$ cat src/rtl/led_pkg.sv
// Package: shared types for the link status LED driver.
// Assumes: three display states per LED; pin level is active-low.
package led_pkg;

    typedef enum logic [1:0] {
        LED_OFF   = 2'd0,
        LED_ON    = 2'd1,
        LED_BLINK = 2'd2
    } led_state_e;

    // Map a display state and the shared blink phase to an active-low pin level.
    function automatic logic state_to_pin(led_state_e st, logic phase);
        case (st)
            LED_ON:    state_to_pin = 1'b0;
            LED_BLINK: state_to_pin = phase;
            default:   state_to_pin = 1'b1;
        endcase
    endfunction

endpackage

$ cat src/rtl/led_mode_latch.sv
// Module: captures the display-mode strap while reset is held.
// Assumes: strap is stable for at least one clock edge inside reset;
// the captured value holds until the next reset.
module led_mode_latch (
    input  logic clk,
    input  logic rst_n,
    input  logic strap,
    output logic mode_q
);

    // Sample the strap on every edge in reset, hold afterwards.
    always_ff @(posedge clk) begin
        if (!rst_n) begin
            mode_q <= strap;
        end
    end

endmodule

$ cat src/rtl/led_blink_gen.sv
// Module: free-running blink timer that gives all blinking LEDs one phase.
// Assumes: HALF_CYC >= 2; phase starts at 0 (lit) on reset release.
module led_blink_gen #(
    parameter int HALF_CYC = 62_500_000
) (
    input  logic clk,
    input  logic rst_n,
    output logic phase
);

    localparam int CW = (HALF_CYC > 2) ? $clog2(HALF_CYC) : 1;
    localparam logic [CW-1:0] LAST = CW'(HALF_CYC - 1);

    logic [CW-1:0] cnt_q;

    // Count edges within the half-period and invert the phase at its end.
    always_ff @(posedge clk) begin
        if (!rst_n) begin
            cnt_q <= '0;
            phase <= 1'b0;
        end else if (cnt_q == LAST) begin
            cnt_q <= '0;
            phase <= ~phase;
        end else begin
            cnt_q <= cnt_q + 1'b1;
        end
    end

endmodule

$ cat src/rtl/led_status_decode.sv
// Module: decodes lane flags into a display state for each LED.
// Assumes: lanes of a link are contiguous (index link*LANES+lane); in
// per-link mode only the lowest LED of a group shows status.
module led_status_decode
    import led_pkg::*;
#(
    parameter int LINKS = 6,
    parameter int LANES = 4
) (
    input  logic                   per_link,
    input  logic [LINKS*LANES-1:0] sync,
    input  logic [LINKS*LANES-1:0] traffic,
    output led_state_e             state [LINKS*LANES]
);

    for (genvar lk = 0; lk < LINKS; lk++) begin : g_link
        logic [LANES-1:0] grp_sync;
        logic [LANES-1:0] grp_act;
        led_state_e       link_st;

        assign grp_sync = sync[lk*LANES +: LANES];
        assign grp_act  = sync[lk*LANES +: LANES] & traffic[lk*LANES +: LANES];

        // Aggregate the group: any active lane wins over any synced lane.
        always_comb begin
            if (|grp_act) begin
                link_st = LED_ON;
            end else if (|grp_sync) begin
                link_st = LED_BLINK;
            end else begin
                link_st = LED_OFF;
            end
        end

        for (genvar ln = 0; ln < LANES; ln++) begin : g_lane
            led_state_e lane_st;

            // Per-lane state from this lane's own flags.
            always_comb begin
                if (grp_act[ln]) begin
                    lane_st = LED_ON;
                end else if (grp_sync[ln]) begin
                    lane_st = LED_BLINK;
                end else begin
                    lane_st = LED_OFF;
                end
            end

            // Choose lane or link view; upper LEDs of a link group stay dark.
            always_comb begin
                if (!per_link) begin
                    state[lk*LANES+ln] = lane_st;
                end else if (ln == 0) begin
                    state[lk*LANES+ln] = link_st;
                end else begin
                    state[lk*LANES+ln] = LED_OFF;
                end
            end
        end
    end

endmodule

$ cat src/rtl/led_out_stage.sv
// Module: applies the software override and registers the pin levels.
// Assumes: sw_val is the pin level itself (0 = lit); reset darkens all LEDs.
module led_out_stage
    import led_pkg::*;
#(
    parameter int N_LED = 24
) (
    input  logic             clk,
    input  logic             rst_n,
    input  led_state_e       state [N_LED],
    input  logic             phase,
    input  logic [N_LED-1:0] sw_en,
    input  logic [N_LED-1:0] sw_val,
    output logic [N_LED-1:0] led_n
);

    logic [N_LED-1:0] pin_d;

    for (genvar i = 0; i < N_LED; i++) begin : g_pin
        // Override has priority over the decoded display state.
        assign pin_d[i] = sw_en[i] ? sw_val[i] : state_to_pin(state[i], phase);
    end

    // Register the pins; reset turns every LED off.
    always_ff @(posedge clk) begin
        if (!rst_n) begin
            led_n <= '1;
        end else begin
            led_n <= pin_d;
        end
    end

endmodule

$ cat src/rtl/led_status_drv.sv
// Module: top of the link status LED driver.
// Assumes: lane flags are synchronous to clk; outputs lag inputs by one clock.
module led_status_drv
    import led_pkg::*;
#(
    parameter int LINKS      = 6,
    parameter int LANES      = 4,
    parameter int BLINK_HALF = 62_500_000
) (
    input  logic                   clk,
    input  logic                   rst_n,
    input  logic                   mode_strap,
    input  logic [LINKS*LANES-1:0] lane_sync,
    input  logic [LINKS*LANES-1:0] lane_traffic,
    input  logic [LINKS*LANES-1:0] sw_en,
    input  logic [LINKS*LANES-1:0] sw_val,
    output logic [LINKS*LANES-1:0] led_n
);

    localparam int N_LED = LINKS * LANES;

    logic       mode_q;
    logic       blink_ph;
    led_state_e st [N_LED];

    led_mode_latch u_mode (
        .clk    (clk),
        .rst_n  (rst_n),
        .strap  (mode_strap),
        .mode_q (mode_q)
    );

    led_blink_gen #(.HALF_CYC(BLINK_HALF)) u_blink (
        .clk   (clk),
        .rst_n (rst_n),
        .phase (blink_ph)
    );

    led_status_decode #(.LINKS(LINKS), .LANES(LANES)) u_dec (
        .per_link (mode_q),
        .sync     (lane_sync),
        .traffic  (lane_traffic),
        .state    (st)
    );

    led_out_stage #(.N_LED(N_LED)) u_out (
        .clk    (clk),
        .rst_n  (rst_n),
        .state  (st),
        .phase  (blink_ph),
        .sw_en  (sw_en),
        .sw_val (sw_val),
        .led_n  (led_n)
    );

endmodule

$ cat config.mk
export PLATFORM = sky130hd
export DESIGN_NAME = led_status_drv
export DESIGN_NICKNAME = d
export VERILOG_FILES = /design/src/rtl/led_pkg.sv /design/src/rtl/led_mode_latch.sv /design/src/rtl/led_blink_gen.sv /design/src/rtl/led_status_decode.sv /design/src/rtl/led_out_stage.sv /design/src/rtl/led_status_drv.sv
export SDC_FILE = /design/constraint.sdc
export NUM_CORES = 1
export LEC_CHECK = 0
export BUFFER_PORTS_ARGS = -buffer_cell sky130_fd_sc_hd__buf_2
export CORE_UTILIZATION = 30
export CTS_CLUSTER_DIAMETER = 50
export DETAILED_ROUTE_END_ITERATION = 10
export PLACE_DENSITY_LB_ADDON = 0.05
export SYNTH_ARGS = -nofsm -noshare
export SYNTH_HDL_FRONTEND = slang
export SYNTH_SLANG_ARGS = --single-unit
$ cat constraint.sdc
create_clock -name clk -period 6.2 [get_ports clk]
set_clock_uncertainty 0.2 [all_clocks]
set_input_delay 0.62 -clock clk [delete_from_list [all_inputs] [get_ports clk]]
set_output_delay 0.62 -clock clk [all_outputs]
set_load 0.05 [all_outputs]
==> results.cfg, run 1 <==
[run_status]
run_status = completed

[worst_setup_path]
cp.arrival_ns = 2.43
worst_setup_path_startpoint = u_blink.cnt_q[18]$_SDFF_PP0_
criticalPathCategory = reg2reg
worst_path_largest_cell_delay_ns = 0.59
cp.required_ns = 6.17
cpMaxStageDelayCell = o21ai_4
reg2reg_to = u_blink.cnt_q[9]$_SDFF_PP0_
worstPathBufferInverterCount = 0
worstSetupStartpointType = register
setup.worst_path.end_class = register
reg2reg_slack_ns = 3.75
reg2reg_from = u_blink.cnt_q[18]$_SDFF_PP0_
cpLargestDelayFamily = simple AND/OR/NAND/NOR gates
crit_path_cell_trace = or4_1 -> or4_4 -> o21ai_4 -> nor2_1
crit_path_max_fanout = 26
ff2ff_path_depth = 4

[synthesis]
sequential_fraction_of_the_synthesis_area = 0.4466
ys_seq_elements = 52
yosys.cell_types.count = 32
syn_inst = 275
netlist_area_um2 = 2354
synth_warnings = 0
synth.avg_cell_area_um2 = 8.558
synthesis.nets = 375

[power]
power_per_cell_area_nw_per_um2 = 225.6
leakagePower_nw = 1.244
worst_ir_drop_vdd_mv = 0.08203

[sta]
rsz0062_at_grt = no
worst_slew_pin_slew_ns = 0.7383
timing.max_slew.rel_slack = 0.5078
slew_viol_final = 0
timing.final.crit_period_ns = 2.452
highest_achievable_clock_rate_mhz = 407.8
setup-tns-final_ns = 0
hold_vio_cnt_final = 0
setup-violations-final = 0
worst_hold_slack_ns = 0.2597
fin_crit_sh = 0.3955

[placed_design]
dpl-instance-area_um2 = 3033
place_congestion = 0.7888
placement.io_buffers = 122
place.detailed.hpwl_mm = 4.899

[cells_and_area]
multi_input_comb_area_um2 = 1217
ant_diodes = 0
drive_gt1_frac = 0.3461
syn_to_final_growth_pct = 34.02
layout.cells.most_common_list = 122 x buf_2, 51 x dfxtp_1, 42 x o21ai_0, 21 x nor3_1, 18 x nor2b_1
area.sequential_um2 = 1051
layout_commonest_cell = buf_2
fill_cells = 766
postLayoutCoreUtil = 0.4258
fin_nets = 492
fin_area_um2 = 3154

[clock_network]
clk-insertion-delay-late_ns = 0.31
ctsRootBufferMaster = clkbuf_8
cts_made_buffers = 5
clock-sinks = 52
post_cts_buffers = 0
clockBufferDepth = 2
postCtsHoldBufs = 0
cts_tree = built
cts-htree-levels = 2
total_of_cells_resized_after_clock_tree_synthesis = 0
clk_pin_slew_ns = 0.09

[hold_path]
holdCritPathClass = reg2reg
min_to = u_blink.cnt_q[0]$_SDFF_PP0_
min_from = u_blink.cnt_q[0]$_SDFF_PP0_
whs_path_depth = 1

[floorplan]
row_count = 31
fp.coreArea_um2 = 7408
die_width_um = 90.57
dieHeight_um = 90.57
die_area_um2 = 8203
start_util = 0.3177
io-pin-count = 123

[global_routing]
groute.usage.overall = 0.1593
grt_pass1_vias = 2078
globalRouteOverflowTotal = 0
grt_first_pass_wirelength_mm = 10.34
grt_antenna_before_repair = 1
grt_max_degree = 27

[routing]
dr_wl_met2_mm = 3.185
detailed_route_via_count = 2367
wire_per_inst_um = 13.57
drt-vias-per-instance = 4.811
final_antenna_net_count = 0
total_wire_length_mm = 6.677
route.met3.wl_um = 405
routed.top_layer = met5
number_of_detailed_routing_iterations_run_before_antenna_repair = 4
detail_route.iter0.violations = 68
drt-met1-wl_mm = 3.000
drt_drc_violations_left = 0

[flow_run]
max_cap_violations = 0
## flip-flops by register name, summed over array words and instances, names as in the netlist
signal	cells
u_blink.cnt_q	26
u_out.led_n	24
u_blink.phase	1
u_mode.mode_q	1
## stage by stage
stage               std cells  setup WS [ns]  power (mW)
floorplan                 275          4.018      0.4216
global placement          484          3.759      0.4702
detailed placement        484          3.730      0.4695
CTS                       492          3.720      0.7240
global route              492          3.573      0.7476
finish                    492          3.748      0.7116
## cells by family after synthesis
family                   synth area share
AO/OA/AOI/OAI                      0.2105
adder cells (fa/ha/maj)          0.005315
flip-flops                         0.4466
buffers and inverters             0.03615
XOR/XNOR                          0.04094
AND/OR/NAND/NOR                    0.2605
## cell usage after synthesis
cell type  count  area share
o311ai_0       6       0.022
inv_1          8       0.013
or4_1          9       0.029
and3_1         5       0.013
o21a_1         6       0.019
dfxtp_1       51        0.43
nor2b_1       18       0.048
xnor2_1        9       0.033
clkbuf_1       9       0.014
nand3_1       10       0.021
nand4_4        1      0.0090
or4_4          3       0.014
a21oi_2        1      0.0037
a31oi_1        6       0.016
or4bb_1        1      0.0048
buf_6          1      0.0048
nand2_1       15       0.024
o21ai_0       42       0.089
nor2_1        15       0.024
buf_2          2      0.0043
o31ai_1        8       0.026
o21ai_4        1      0.0069
nand4_1        1      0.0027
ha_1           1      0.0053
a21oi_1       13       0.028
nor4_1         1      0.0027
or3_1          6       0.016
xor2_1         2      0.0074
and4_1         1      0.0037
edfxtp_1       1       0.013
nor4b_1        1      0.0037
nor3_1        21       0.045
## metal layers
layer	GRT usage	vias up
met5	0	-
li1	-	1235
met4	0.04839	2
met2	0.2809	79
met3	0.04209	7
met1	0.1872	1044
## final cells by class
type / instances / area share
multi-input cells: 203 / 0.3860
flip-flops and latches: 52 / 0.3332
repair buffers: 122 / 0.1936
well taps: 99 / 0.03927
clock buffers: 6 / 0.02618
clock inverters: 2 / 0.01230
inverters: 8 / 0.009520
## worst max path at each step
stage	to	slack, ns	cells after the start
3_3_place_gp	u_blink.cnt_q[7]$_SDFF_PP0_	3.76	4
6_report	u_blink.cnt_q[9]$_SDFF_PP0_	3.75	4
4_1_cts	u_blink.cnt_q[9]$_SDFF_PP0_	3.72	4
3_5_place_dp	u_blink.cnt_q[2]$_SDFF_PP0_	3.73	4
5_1_grt	u_blink.cnt_q[24]$_SDFF_PP0_	3.57	4
2_1_floorplan	u_blink.cnt_q[18]$_SDFF_PP0_	4.02	6
## where the power goes
| part | internal, mW | switching [mW] | total [mW] |
|---|---|---|---|
| registers | 0.347 | 0.00686 | 0.354 |
| clock network | 0.132 | 0.118 | 0.251 |
| logic | 0.0409 | 0.0663 | 0.107 |
| total | 0.520 | 0.192 | 0.712 |
No activity file was read; power rests on OpenSTA's default activity.
==> run 2: changes to the inputs <==
--- a/config.mk
+++ b/config.mk
@@ -5,6 +5,7 @@
 export SDC_FILE = /design/constraint.sdc
 export NUM_CORES = 1
 export LEC_CHECK = 0
+export ABC_AREA = 1
 export BUFFER_PORTS_ARGS = -buffer_cell sky130_fd_sc_hd__buf_2
 export CORE_UTILIZATION = 30
 export CTS_CLUSTER_DIAMETER = 50
==> constraint.sdc (replaced) <==
create_clock -name clk -period 2.56 [get_ports clk]
set_clock_uncertainty 0.2 [all_clocks]
set_input_delay 0.256 -clock clk [delete_from_list [all_inputs] [get_ports clk]]
set_output_delay 0.256 -clock clk [all_outputs]
set_load 0.05 [all_outputs]
==> run 2 against run 1 <==
Critical endpoint is now u_out.led_n[0]$_SDFF_PN1_. Total power increased by 140%. Critical path depth is 2 higher. Routed wire length grew 25%. First-iteration DRC count is 21% lower. Count of clock-buffer cells in the layout increased by 1. Largest cell class unchanged. Utilization up 6.6 points. Hold slack got worse by 0.24 ns. Clock power up 99%. Highest routed layer is now met4. Non-clock buffer count increased by 71. Global-route usage rose by 3.8 points. Synthesized cell count grew 35%.
==> results.cfg, run 2 <==
[power]
power_per_cell_area_nw_per_um2 = 422.8
swShare = 0.2848
p_switching_uw = 496.1
leakagePower_nw = 1.617
worst_ir_drop_vdd_mv = 0.1954
combinational_group_share_of_total_power = 0.219
internal_power_mw = 1.246
power_share_of_the_clock_group = 0.286
power.sequential.fraction = 0.494

[cells_and_area]
fin_nets = 664
layout.cells.most_common_list = 122 x buf_2, 101 x nand2_1, 71 x dlygate4sd3_1, 60 x nor2_1, 51 x dfxtp_1
layout_commonest_cell = buf_2
largest_registers = u_blink.cnt_q: 26 flops, u_out.led_n: 24 flops
drive_gt1_frac = 0.2796
registers.top_by_ff_count = u_blink.cnt_q
largest_reg_flops = 26
syn_to_final_growth_pct = 56.14
ant_diodes = 0
fill_cells = 868

[floorplan]
dieHeight_um = 95.79
die_width_um = 95.79
io-pin-count = 123
fp.coreArea_um2 = 8382
die_area_um2 = 9175
start_util = 0.3148
row_count = 33

[synthesis]
synthArstFlopShare = 0
synthXorXnorAreaFrac = 0.03651
multiplexer_area_fraction_after_synthesis = 0
syn_inst = 372
netlist_area_um2 = 2639
combinational_family_with_the_most_area_after_synthesis = simple AND/OR/NAND/NOR gates
synth_warnings = 0
synthSimpleGateAreaFrac = 0.3542
ys.flop_type = dfxtp_1
synthesis.nets = 472
post-synth-top-count-cell = nand2_1
synth_top_cells_by_count = 101 x nand2_1, 60 x nor2_1, 51 x dfxtp_1
sequential_fraction_of_the_synthesis_area = 0.3983
synth.avg_cell_area_um2 = 7.093
post-synth-top-area-cell = dfxtp_1
synth_compound_gate_area_share = 0.1418
ys_seq_elements = 52
synth_enable_flop_cells = 1
post_synth_fa_ha_maj_area_fraction = 0.004742
yosys.cell_types.count = 26
netlist.area_leader.share = 0.3869
netlist_top_cells_area = dfxtp_1 39%, nand2_1 14%, nor2_1 8.5%

[hold_path]
min_to = u_out.led_n[8]$_SDFF_PN1_
holdCritPathClass = in2reg
whs_path_depth = 3
min_from = sw_en[8]

[flow_run]
max_cap_violations = 0

[sta]
layout_setup_ws_ns = 0.2481
slew_viol_final = 0
hold_vio_cnt_final = 0
setup-tns-final_ns = 0
timing.final.crit_period_ns = 2.312
highest_achievable_clock_rate_mhz = 432.5
worst_slew_pin_slew_ns = 0.8207
timing.max_slew.rel_slack = 0.4528
fin_crit_sh = 0.9031
setup-violations-final = 0
rsz0062_at_grt = no

[worst_setup_path]
reg2reg_to = u_out.led_n[0]$_SDFF_PN1_
crit_path_max_fanout = 21
setup.worst_path.end_class = register
reg2reg_slack_ns = 0.31
worstSetupStartpointType = primary input
ff2ff_path_depth = 7
reg2reg_from = u_blink.phase$_SDFFE_PN0N_
criticalPathCategory = in2reg
cp.arrival_ns = 2.32
cp.required_ns = 2.56

[global_routing]
grt_first_pass_wirelength_mm = 13.83
grt_max_degree = 27
grt_pass1_vias = 3184
globalRouteOverflowTotal = 0
groute.usage.overall = 0.1974
grt_antenna_before_repair = 0

[placed_design]
pre_cts_slack_ns = 0.7724
place.detailed.hpwl_mm = 6.254
placement.io_buffers = 122
place_congestion = 0.7692

[routing]
wire_per_inst_um = 12.47
total_wire_length_mm = 8.357
number_of_detailed_routing_iterations_run_before_antenna_repair = 6
final_antenna_net_count = 0
detailed_route_via_count = 3037
detail_route.iter0.violations = 54
drt_drc_violations_left = 0
drt-vias-per-instance = 4.533

[clock_network]
cts_tree = built
post_cts_buffers = 0
clockBufferDepth = 2
clk_pin_slew_ns = 0.10
ctsRootBufferMaster = clkbuf_8
clock-sinks = 52
clk-insertion-delay-late_ns = 0.31
cts-htree-levels = 2
cts_made_buffers = 5

[run_status]
run_status = completed
==> run 2: through the flow <==
| step | power (mW) | instances | util | hold WS, ns | area [um^2] |
|---|---|---|---|---|---|
| finish | 1.742 | 670 | 0.4916 | 0.01813 | 4120 |
| global route | 1.834 | 670 | 0.4916 | 0.01837 | 4120 |
| CTS | 1.765 | 670 | 0.4916 | 0.006342 | 4120 |
| detailed placement | 1.169 | 591 | 0.3956 | 0.2469 | 3316 |
| global placement | 1.167 | 591 | 0.3956 | 0.2368 | 3316 |
| floorplan | 1.053 | 372 | - | 0.1549 | 2639 |
==> run 2: layout make-up <==
cell class                 instances  area (um^2)  share of cell area
multi-input combinational        284         1418              0.3441
inverter                          28        105.1             0.02551
clock inverter                     1        7.507            0.001822
timing repair buffer             193         1321              0.3207
tap                              105        131.4             0.03189
clock buffer                       7        86.33             0.02095
sequential                        52         1051              0.2551
==> run 2: how the worst max path moves through the flow <==
stage                                startpoint                      endpoint  slack, ns  depth (start not counted)
finish                                    rst_n     u_out.led_n[0]$_SDFF_PN1_       0.25                          6
global route         u_blink.phase$_SDFFE_PN0N_     u_out.led_n[0]$_SDFF_PN1_       0.10                          7
CTS                                       rst_n     u_out.led_n[0]$_SDFF_PN1_       0.27                          6
detailed placement  u_blink.cnt_q[0]$_SDFF_PP0_  u_blink.cnt_q[25]$_SDFF_PP0_       0.77                          8
global placement    u_blink.cnt_q[0]$_SDFF_PP0_  u_blink.cnt_q[14]$_SDFF_PP0_       0.82                          8
floorplan           u_blink.cnt_q[0]$_SDFF_PP0_  u_blink.cnt_q[16]$_SDFF_PP0_       0.93                          9
==> run 2: layer usage <==
metal,GRT usage,share of wire
met4,0.06468,0.017
met2,0.3685,0.51
met1,0.2134,0.41
met3,0.05450,0.064
met5,0,0
==> run 2: logic make-up after synthesis <==
kind of cell | Yosys count
AO/OA/AOI/OAI | 62
buffers and inverters | 36
flip-flops | 52
AND/OR/NAND/NOR | 210
adder cells (fa/ha/maj) | 1
XOR/XNOR | 11
==> run 2: critical path, cell delays in order <==
cell and delay (ns):
buf_2 0.41, inv_1 0.28, a21oi_1 0.19, dlygate4sd3_1 0.57, nand2_1 0.05, dlygate4sd3_1 0.55
==> run 2: power by group through the flow <==
stage | combinational (mW) | sequential (mW) | clock [mW]
after floorplan | 0.0846 | 0.968 | 0
after global placement | 0.288 | 0.880 | 0
after detailed placement | 0.289 | 0.880 | 0
after CTS | 0.381 | 0.862 | 0.523
after global routing | 0.415 | 0.866 | 0.553
final | 0.382 | 0.861 | 0.499
==> run 2: timing repair <==
item,4_1_cts,5_1_grt
endpoints found under the hold margin,25,0
hold buffers,71,0
resized for setup,0,0
